### src/rtl/sram_ctrl_pkg.sv
package sram_ctrl_pkg;

    localparam int DW    = 16;
    localparam int NLANE = 2;

    typedef enum logic [2:0] {
        ST_IDLE,
        ST_RD_ADDR,
        ST_RD_WAIT,
        ST_RD_SAMPLE,
        ST_WR_SETUP,
        ST_WR_PULSE,
        ST_WR_RECOVER,
        ST_TURN
    } st_e;

    function automatic int ns2cyc(input int ns, input int per);
        return (ns + per - 1) / per;
    endfunction

    function automatic int imax(input int a, input int b);
        return (a > b) ? a : b;
    endfunction

endpackage

### src/rtl/sram_ctrl_seq.sv
module sram_ctrl_seq
    import sram_ctrl_pkg::*;
#(
    parameter int AW      = 18,
    parameter int RD_CYC  = 2,
    parameter int WP_CYC  = 1,
    parameter int REC_CYC = 1,
    parameter int HZ_CYC  = 1
) (
    input  logic                 clk,
    input  logic                 rst_n,
    input  logic                 req_valid,
    input  logic                 req_write,
    input  logic [AW-1:0]        req_addr,
    input  logic [DW-1:0]        req_wdata,
    input  logic [NLANE-1:0]     req_mask,
    output logic                 req_ready,
    output st_e                  nxt_st,
    output logic [AW-1:0]        nxt_addr,
    output logic [DW-1:0]        nxt_wdata,
    output logic [NLANE-1:0]     nxt_mask,
    output logic                 cap_en,
    output logic                 zero_rd
);

    localparam int CMAX = imax(imax(RD_CYC, WP_CYC), imax(REC_CYC, HZ_CYC));
    localparam int CW   = $clog2(CMAX + 1);

    typedef struct packed {
        st_e              st;
        logic [CW-1:0]    cnt;
        logic [AW-1:0]    addr;
        logic [DW-1:0]    wdata;
        logic [NLANE-1:0] mask;
    } seq_t;

    seq_t r_d, r_q;
    logic accept;

    always_comb begin
        r_d     = r_q;
        accept  = (r_q.st == ST_IDLE) && req_valid;
        zero_rd = accept && !req_write && (req_mask == '0);
        cap_en  = (r_q.st == ST_RD_SAMPLE);
        case (r_q.st)
            ST_IDLE: begin
                if (accept) begin
                    r_d.addr  = req_addr;
                    r_d.wdata = req_wdata;
                    r_d.mask  = req_mask;
                    if (req_mask != '0)
                        r_d.st = req_write ? ST_WR_SETUP : ST_RD_ADDR;
                end
            end
            ST_RD_ADDR: begin
                if (RD_CYC > 2) begin
                    r_d.st  = ST_RD_WAIT;
                    r_d.cnt = CW'(RD_CYC - 3);
                end else begin
                    r_d.st = ST_RD_SAMPLE;
                end
            end
            ST_RD_WAIT: begin
                if (r_q.cnt == '0) r_d.st = ST_RD_SAMPLE;
                else               r_d.cnt = r_q.cnt - 1'b1;
            end
            ST_RD_SAMPLE: begin
                r_d.st  = ST_TURN;
                r_d.cnt = CW'(HZ_CYC - 1);
            end
            ST_TURN: begin
                if (r_q.cnt == '0) r_d.st = ST_IDLE;
                else               r_d.cnt = r_q.cnt - 1'b1;
            end
            ST_WR_SETUP: begin
                r_d.st  = ST_WR_PULSE;
                r_d.cnt = CW'(WP_CYC - 1);
            end
            ST_WR_PULSE: begin
                if (r_q.cnt == '0) begin
                    r_d.st  = ST_WR_RECOVER;
                    r_d.cnt = CW'(REC_CYC - 1);
                end else begin
                    r_d.cnt = r_q.cnt - 1'b1;
                end
            end
            ST_WR_RECOVER: begin
                if (r_q.cnt == '0) r_d.st = ST_IDLE;
                else               r_d.cnt = r_q.cnt - 1'b1;
            end
            default: r_d.st = ST_IDLE;
        endcase
    end

    always_ff @(posedge clk) begin
        if (!rst_n) begin
            r_q.st    <= ST_IDLE;
            r_q.cnt   <= '0;
            r_q.addr  <= '0;
            r_q.wdata <= '0;
            r_q.mask  <= '0;
        end else begin
            r_q <= r_d;
        end
    end

    assign req_ready = (r_q.st == ST_IDLE);
    assign nxt_st    = r_d.st;
    assign nxt_addr  = r_d.addr;
    assign nxt_wdata = r_d.wdata;
    assign nxt_mask  = r_d.mask;

endmodule

### src/rtl/sram_ctrl_pins.sv
module sram_ctrl_pins
    import sram_ctrl_pkg::*;
#(
    parameter int AW = 18
) (
    input  logic             clk,
    input  logic             rst_n,
    input  st_e              nxt_st,
    input  logic [AW-1:0]    nxt_addr,
    input  logic [DW-1:0]    nxt_wdata,
    input  logic [NLANE-1:0] nxt_mask,
    output logic [AW-1:0]    mem_addr,
    output logic             mem_ce_n,
    output logic             mem_oe_n,
    output logic             mem_we_n,
    output logic             mem_ub_n,
    output logic             mem_lb_n,
    output logic [DW-1:0]    mem_dq_out,
    output logic             mem_dq_oe
);

    typedef struct packed {
        logic [AW-1:0] addr;
        logic          ce_n;
        logic          oe_n;
        logic          we_n;
        logic [NLANE-1:0] be_n;
        logic [DW-1:0] dq;
        logic          dq_oe;
    } pin_t;

    pin_t p_d, p_q;
    logic is_rd, is_wr;

    always_comb begin
        is_rd = (nxt_st == ST_RD_ADDR) || (nxt_st == ST_RD_WAIT) || (nxt_st == ST_RD_SAMPLE);
        is_wr = (nxt_st == ST_WR_SETUP) || (nxt_st == ST_WR_PULSE) || (nxt_st == ST_WR_RECOVER);
        p_d       = p_q;
        p_d.ce_n  = 1'b1;
        p_d.oe_n  = 1'b1;
        p_d.we_n  = 1'b1;
        p_d.be_n  = '1;
        p_d.dq_oe = 1'b0;
        if (is_rd || is_wr) begin
            p_d.addr = nxt_addr;
            p_d.ce_n = 1'b0;
            p_d.be_n = ~nxt_mask;
        end
        if (is_rd) p_d.oe_n = 1'b0;
        if (is_wr) begin
            p_d.dq    = nxt_wdata;
            p_d.dq_oe = 1'b1;
            p_d.we_n  = (nxt_st != ST_WR_PULSE);
        end
    end

    always_ff @(posedge clk) begin
        if (!rst_n) begin
            p_q.addr  <= '0;
            p_q.ce_n  <= 1'b1;
            p_q.oe_n  <= 1'b1;
            p_q.we_n  <= 1'b1;
            p_q.be_n  <= '1;
            p_q.dq    <= '0;
            p_q.dq_oe <= 1'b0;
        end else begin
            p_q <= p_d;
        end
    end

    assign mem_addr   = p_q.addr;
    assign mem_ce_n   = p_q.ce_n;
    assign mem_oe_n   = p_q.oe_n;
    assign mem_we_n   = p_q.we_n;
    assign mem_lb_n   = p_q.be_n[0];
    assign mem_ub_n   = p_q.be_n[1];
    assign mem_dq_out = p_q.dq;
    assign mem_dq_oe  = p_q.dq_oe;

endmodule

### src/rtl/sram_ctrl_rdcap.sv
module sram_ctrl_rdcap
    import sram_ctrl_pkg::*;
(
    input  logic             clk,
    input  logic             rst_n,
    input  logic             cap_en,
    input  logic             zero_rd,
    input  logic [NLANE-1:0] lane_mask,
    input  logic [DW-1:0]    mem_dq_in,
    output logic             rsp_valid,
    output logic [DW-1:0]    rsp_rdata
);

    typedef struct packed {
        logic          vld;
        logic [DW-1:0] data;
    } cap_t;

    cap_t c_d, c_q;

    always_comb begin
        c_d     = c_q;
        c_d.vld = cap_en || zero_rd;
        if (zero_rd) c_d.data = '0;
        if (cap_en) begin
            for (int i = 0; i < NLANE; i++)
                c_d.data[i*8 +: 8] = lane_mask[i] ? mem_dq_in[i*8 +: 8] : 8'h00;
        end
    end

    always_ff @(posedge clk) begin
        if (!rst_n) begin
            c_q.vld  <= 1'b0;
            c_q.data <= '0;
        end else begin
            c_q <= c_d;
        end
    end

    assign rsp_valid = c_q.vld;
    assign rsp_rdata = c_q.data;

endmodule

### src/rtl/sram_ctrl.sv
module sram_ctrl
    import sram_ctrl_pkg::*;
#(
    parameter int AW            = 18,
    parameter int CLK_PERIOD_NS = 10,
    parameter int T_RC_NS       = 12,
    parameter int T_AA_NS       = 12,
    parameter int T_DOE_NS      = 6,
    parameter int T_WC_NS       = 12,
    parameter int T_PWE_NS      = 8,
    parameter int T_SD_NS       = 6,
    parameter int T_BW_NS       = 8,
    parameter int T_HZOE_NS     = 6
) (
    input  logic          clk,
    input  logic          rst_n,
    input  logic          req_valid,
    output logic          req_ready,
    input  logic          req_write,
    input  logic [AW-1:0] req_addr,
    input  logic [15:0]   req_wdata,
    input  logic [1:0]    req_mask,
    output logic          rsp_valid,
    output logic [15:0]   rsp_rdata,
    output logic [AW-1:0] mem_addr,
    output logic          mem_ce_n,
    output logic          mem_oe_n,
    output logic          mem_we_n,
    output logic          mem_ub_n,
    output logic          mem_lb_n,
    output logic [15:0]   mem_dq_out,
    output logic          mem_dq_oe,
    input  logic [15:0]   mem_dq_in
);

    localparam int RD_CYC  = imax(2, ns2cyc(imax(T_RC_NS, imax(T_AA_NS, T_DOE_NS)), CLK_PERIOD_NS));
    localparam int WP_CYC  = imax(1, ns2cyc(imax(T_PWE_NS, imax(T_SD_NS, T_BW_NS)), CLK_PERIOD_NS));
    localparam int WC_CYC  = ns2cyc(T_WC_NS, CLK_PERIOD_NS);
    localparam int REC_CYC = imax(1, WC_CYC - 1 - WP_CYC);
    localparam int HZ_CYC  = imax(1, ns2cyc(T_HZOE_NS, CLK_PERIOD_NS));

    st_e              nxt_st;
    logic [AW-1:0]    nxt_addr;
    logic [DW-1:0]    nxt_wdata;
    logic [NLANE-1:0] nxt_mask;
    logic             cap_en;
    logic             zero_rd;

    sram_ctrl_seq #(
        .AW(AW), .RD_CYC(RD_CYC), .WP_CYC(WP_CYC), .REC_CYC(REC_CYC), .HZ_CYC(HZ_CYC)
    ) u_seq (
        .clk(clk), .rst_n(rst_n),
        .req_valid(req_valid), .req_write(req_write), .req_addr(req_addr),
        .req_wdata(req_wdata), .req_mask(req_mask), .req_ready(req_ready),
        .nxt_st(nxt_st), .nxt_addr(nxt_addr), .nxt_wdata(nxt_wdata), .nxt_mask(nxt_mask),
        .cap_en(cap_en), .zero_rd(zero_rd)
    );

    sram_ctrl_pins #(.AW(AW)) u_pins (
        .clk(clk), .rst_n(rst_n),
        .nxt_st(nxt_st), .nxt_addr(nxt_addr), .nxt_wdata(nxt_wdata), .nxt_mask(nxt_mask),
        .mem_addr(mem_addr), .mem_ce_n(mem_ce_n), .mem_oe_n(mem_oe_n), .mem_we_n(mem_we_n),
        .mem_ub_n(mem_ub_n), .mem_lb_n(mem_lb_n), .mem_dq_out(mem_dq_out), .mem_dq_oe(mem_dq_oe)
    );

    sram_ctrl_rdcap u_rdcap (
        .clk(clk), .rst_n(rst_n),
        .cap_en(cap_en), .zero_rd(zero_rd), .lane_mask(nxt_mask), .mem_dq_in(mem_dq_in),
        .rsp_valid(rsp_valid), .rsp_rdata(rsp_rdata)
    );

endmodule

### config.mk
export PLATFORM = sky130hd
export DESIGN_NAME = sram_ctrl
export DESIGN_NICKNAME = d
export VERILOG_FILES = /design/src/rtl/sram_ctrl_pkg.sv /design/src/rtl/sram_ctrl_seq.sv /design/src/rtl/sram_ctrl_pins.sv /design/src/rtl/sram_ctrl_rdcap.sv /design/src/rtl/sram_ctrl.sv
export SDC_FILE = /design/constraint.sdc
export NUM_CORES = 1
export LEC_CHECK = 0
export BUFFER_PORTS_ARGS = -buffer_cell sky130_fd_sc_hd__buf_4
export CAP_MARGIN = 15
export CORE_MARGIN = 2
export CORE_UTILIZATION = 46
export CTS_BUF_LIST = sky130_fd_sc_hd__clkbuf_4
export DETAILED_ROUTE_END_ITERATION = 8
export GPL_ROUTABILITY_DRIVEN = 0
export GPL_TIMING_DRIVEN = 0
export PLACE_DENSITY = 0.68
export RECOVER_POWER = 100
export SYNTH_ARGS = -nofsm -noshare
export SYNTH_HDL_FRONTEND = slang
export SYNTH_SLANG_ARGS = --single-unit
### constraint.sdc
create_clock -name clk -period 5.35 [get_ports clk]
set_clock_uncertainty 0.15 [all_clocks]
set_input_delay 1.07 -clock clk [delete_from_list [all_inputs] [get_ports clk]]
set_output_delay 1.07 -clock clk [all_outputs]
set_load 0.1 [all_outputs]
==> results.md <==
- Hold-fix buffers at CTS: 0
- Final Hold Viols: 0
- Worst Setup End Kind: flip-flop
- NetSw: 1.21 mW
- Num CTS Buffers: 9
- Synthesized cell area: 0.00383 sq mm
- Slowest Stage Delay on Critical Path: 1.39 ns
- Reg area: 0.00196 sq mm
- Vias in the first global route: 2783
- Worst Hold Slack: ~0.33 ns
- Post-CTS Resized: 0
- Drt initial violations: 76
- Post-synth top area cell: dfxtp_1
- Largest net degree at the start of global routing: 16
- # clock sinks: 98
- Worst path bufs/invs: 2
- Slew Limit Fails: 10
- Worst Setup Path Type: in2reg
- Worst-margin pin slew: 1.79 ns
- Post-synth top cells: dfxtp_1 (98), nand2_1 (79), and2_1 (37)
- Layout cells sized above 1: 0.200
- CP arrival: between 4 and 5 ns
- DRC Markers: 0
- Crit path launch type: input port
- Max Fclk: 0.260 GHz
- CTS clock-pin slew for the worst setup and hold paths: 0.14 ns
- Distinct cells, synth: 36
- Post-synth top area share: 0.512
- Max VDD drop: 0.000321 V
- Leak Pwr: 1.94 nW
- CTS tree: built
- Worst EP required: 5.53 ns
- Switch share: 0.462
- Sequential element share of the synthesized area: 0.512
- Sequential share of power: 0.349
- Mux cell area share after synthesis: 0.115
- Tcrit/Tclk final: 0.719
- Largest family of logic cells by synthesized area: simple AND/OR/NAND/NOR gates
- Ranking of synthesized cells by area: dfxtp_1 (51%), nand2_1 (7.7%), mux2_2 (7.1%)
- Max_cap viols: 1
- Synthesized flop and latch total: between 90 and 100
- Crit-path slowest cell: nor4b_1
- Post-CTS Setup Repair Bufs: 0
- GRT overflow: 0
- Non-Filler Instances: between 600 and 700
- Combinational cell fraction of total power: 0.466
- Clock share of power: 0.185
- DRT Pass-1 Iters: 4
- Area fraction in compound gates after synthesis: 0.137
- Post-layout nets: 560
- Min-Delay Path Class: reg2reg
- Mean post-synth cell area: 10.1 sq um
- Initial antenna violation count: 0
- Async SR Flop Fraction: 0
- Final TNS setup: 0 ns
- Cells after Synth: 378
- Footprint of the multi-input gates: 0.00164 sq mm
- Fillers: 777
- ANT cells: 0
- WL final: 8.26 mm
- Post-DP HPWL: 5.87 mm
- Internal power: 1.41 mW
- Most common cell in the synthesized netlist: dfxtp_1
- PortBufs: 112
- Dpl cells: 595
- Longest Clk Path Bufs: 2
- Core ar.: 0.00813 sq mm
- Clock latency on the worst-skew pair: 0.43 ns
- Synth warnings: 0
- Synth Area in Adders: 0.00980
- Global Route Usage Sum: 0.188
- Die width: 95.2 um
- Pwr dens: roughly 560 mW/mm^2
- Die area: slightly above 0.009 sq mm
- Initial Util: 0.471
- Largest delay contributor family on the critical path: simple AND/OR/NAND/NOR gates
- Main flop type after synthesis: dfxtp_1
- Drt via density: 4.80
- # H-tree levels: 3
- Syn_nets: between 400 and 500
- Area Growth Syn to Fin: 22.6%
- Worst-path cell chain: clkbuf_4, nor4b_1, o21ai_0, a22oi_1, buf_2, mux2_2
- Top-level I/O count: 114
- Setup violators final: 0
- Post-Synth XOR/XNOR Area: 0.00229
- RSZ-0062 raised after global routing: no
- Run status: complete, but fails checks
- Failing checks: max-capacitance violations, max-slew violations
- Row count: 33
- Die Span Y: ~95 um
- Crit path time final: 3.85 ns
- Routed vias: 2935
- Clock root cell: clkbuf_4
- Wire length per cell: 13.5 um
- Post-DRT Antenna Nets: 0
- Relative slew slack: -0.213
- EDFF count, synth: 0
- CP max FO: 10
- First-pass GRT wire length: 13.2 mm
- Simple-gate share of the synthesized area: 0.181
[power by group through the flow]
stage	clock, mW	combinational, mW	sequential, mW
5_1_grt	0.530	1.30	0.930
3_5_place_dp	0	1.32	0.934
6_report	0.484	1.22	0.913
2_1_floorplan	0	0.531	1.44
3_3_place_gp	0	1.31	0.930
4_1_cts	0.499	1.32	0.918
[area by class of cell]
type	instances	share of cell area
Tap cell	105	0.0280
Timing Repair Buffer	112	0.133
Multi-Input combinational cell	248	0.349
Buffer	28	0.0299
Clock buffer	11	0.0176
Clock inverter	5	0.0219
Inverter	4	0.00320
Sequential cell	98	0.418
[layer usage]
layer / vias to the layer above / GRT usage / wire length (um)
li1: 1513 / - / -
met1: 1355 / 0.242 / 3840
met4: 0 / 0.0797 / 157
met3: 14 / 0.0530 / 375
met5: - / 0 / 0
met2: 53 / 0.295 / 3890
[logic make-up after synthesis]
| group | after synthesis |
|---|---|
| simple gates | 138 |
| buf+inv | 32 |
| compound gates | 70 |
| xor+xnor | 1 |
| fa+ha+maj | 3 |
| flops | 98 |
| mux | 36 |
[flip-flops by register name, summed over array words and instances (netlist names)]
signal and count:
u_pins.mem_we_n 1, u_pins.mem_dq_oe 1, u_seq.r_q 41, u_pins.mem_dq_out 16, u_pins.mem_lb_n 1, u_pins.mem_ub_n 1, u_pins.mem_addr 18, u_pins.mem_ce_n 1
u_rdcap.rsp_valid 1, u_rdcap.rsp_rdata 16, u_pins.mem_oe_n 1
[through the flow]
stage | utilization | total power [mW] | instance area (sq um) | setup slack [ns]
floorplan | - | 1.97 | 3830 | 1.55
global placement | 0.590 | 2.24 | 4800 | 2.05
detailed placement | 0.590 | 2.25 | 4800 | 2.07
CTS | 0.613 | 2.74 | 4990 | 2.54
global route | 0.577 | 2.76 | 4690 | 1.25
finish | 0.577 | 2.61 | 4690 | 1.50
[final timing paths]
check                           startpoint                                to  slack (ns)  depth (start not counted)
setup / recovery                 req_valid  u_pins.mem_addr[17]$_SDFFE_PN0P_        1.50                          6
hold / removal    u_seq.r_q[24]$_SDFF_PN0_          u_seq.r_q[24]$_SDFF_PN0_        0.33                          2
setup reg to reg  u_seq.r_q[38]$_SDFF_PN0_  u_pins.mem_addr[17]$_SDFFE_PN0P_        1.75                          6
hold reg to reg   u_seq.r_q[24]$_SDFF_PN0_          u_seq.r_q[24]$_SDFF_PN0_        0.33                          2
[worst reg2reg max path, delay by kind of cell, from the launching register on]
kind / cells / cell delay [ns]
flops: 1 / 0.33
compound gates: 2 / 0.77
mux: 1 / 0.37
simple gates: 1 / 1.44
buf+inv: 2 / 0.44
[cell usage in the layout, fill, tap and decap left out, types with 4 or more instances in the layout]
cell type and count:
a21boi_0 34, a21oi_1 4, a22o_1 16, and2_1 35
buf_4 53, clkbuf_1 79, clkbuf_4 12, dfxtp_1 98
inv_1 4, mux2_1 10, mux2_2 24, nand2_1 79
nor2_1 7, nor2b_1 4, o21ai_0 6
No activity file was read; power rests on OpenSTA's default activity.
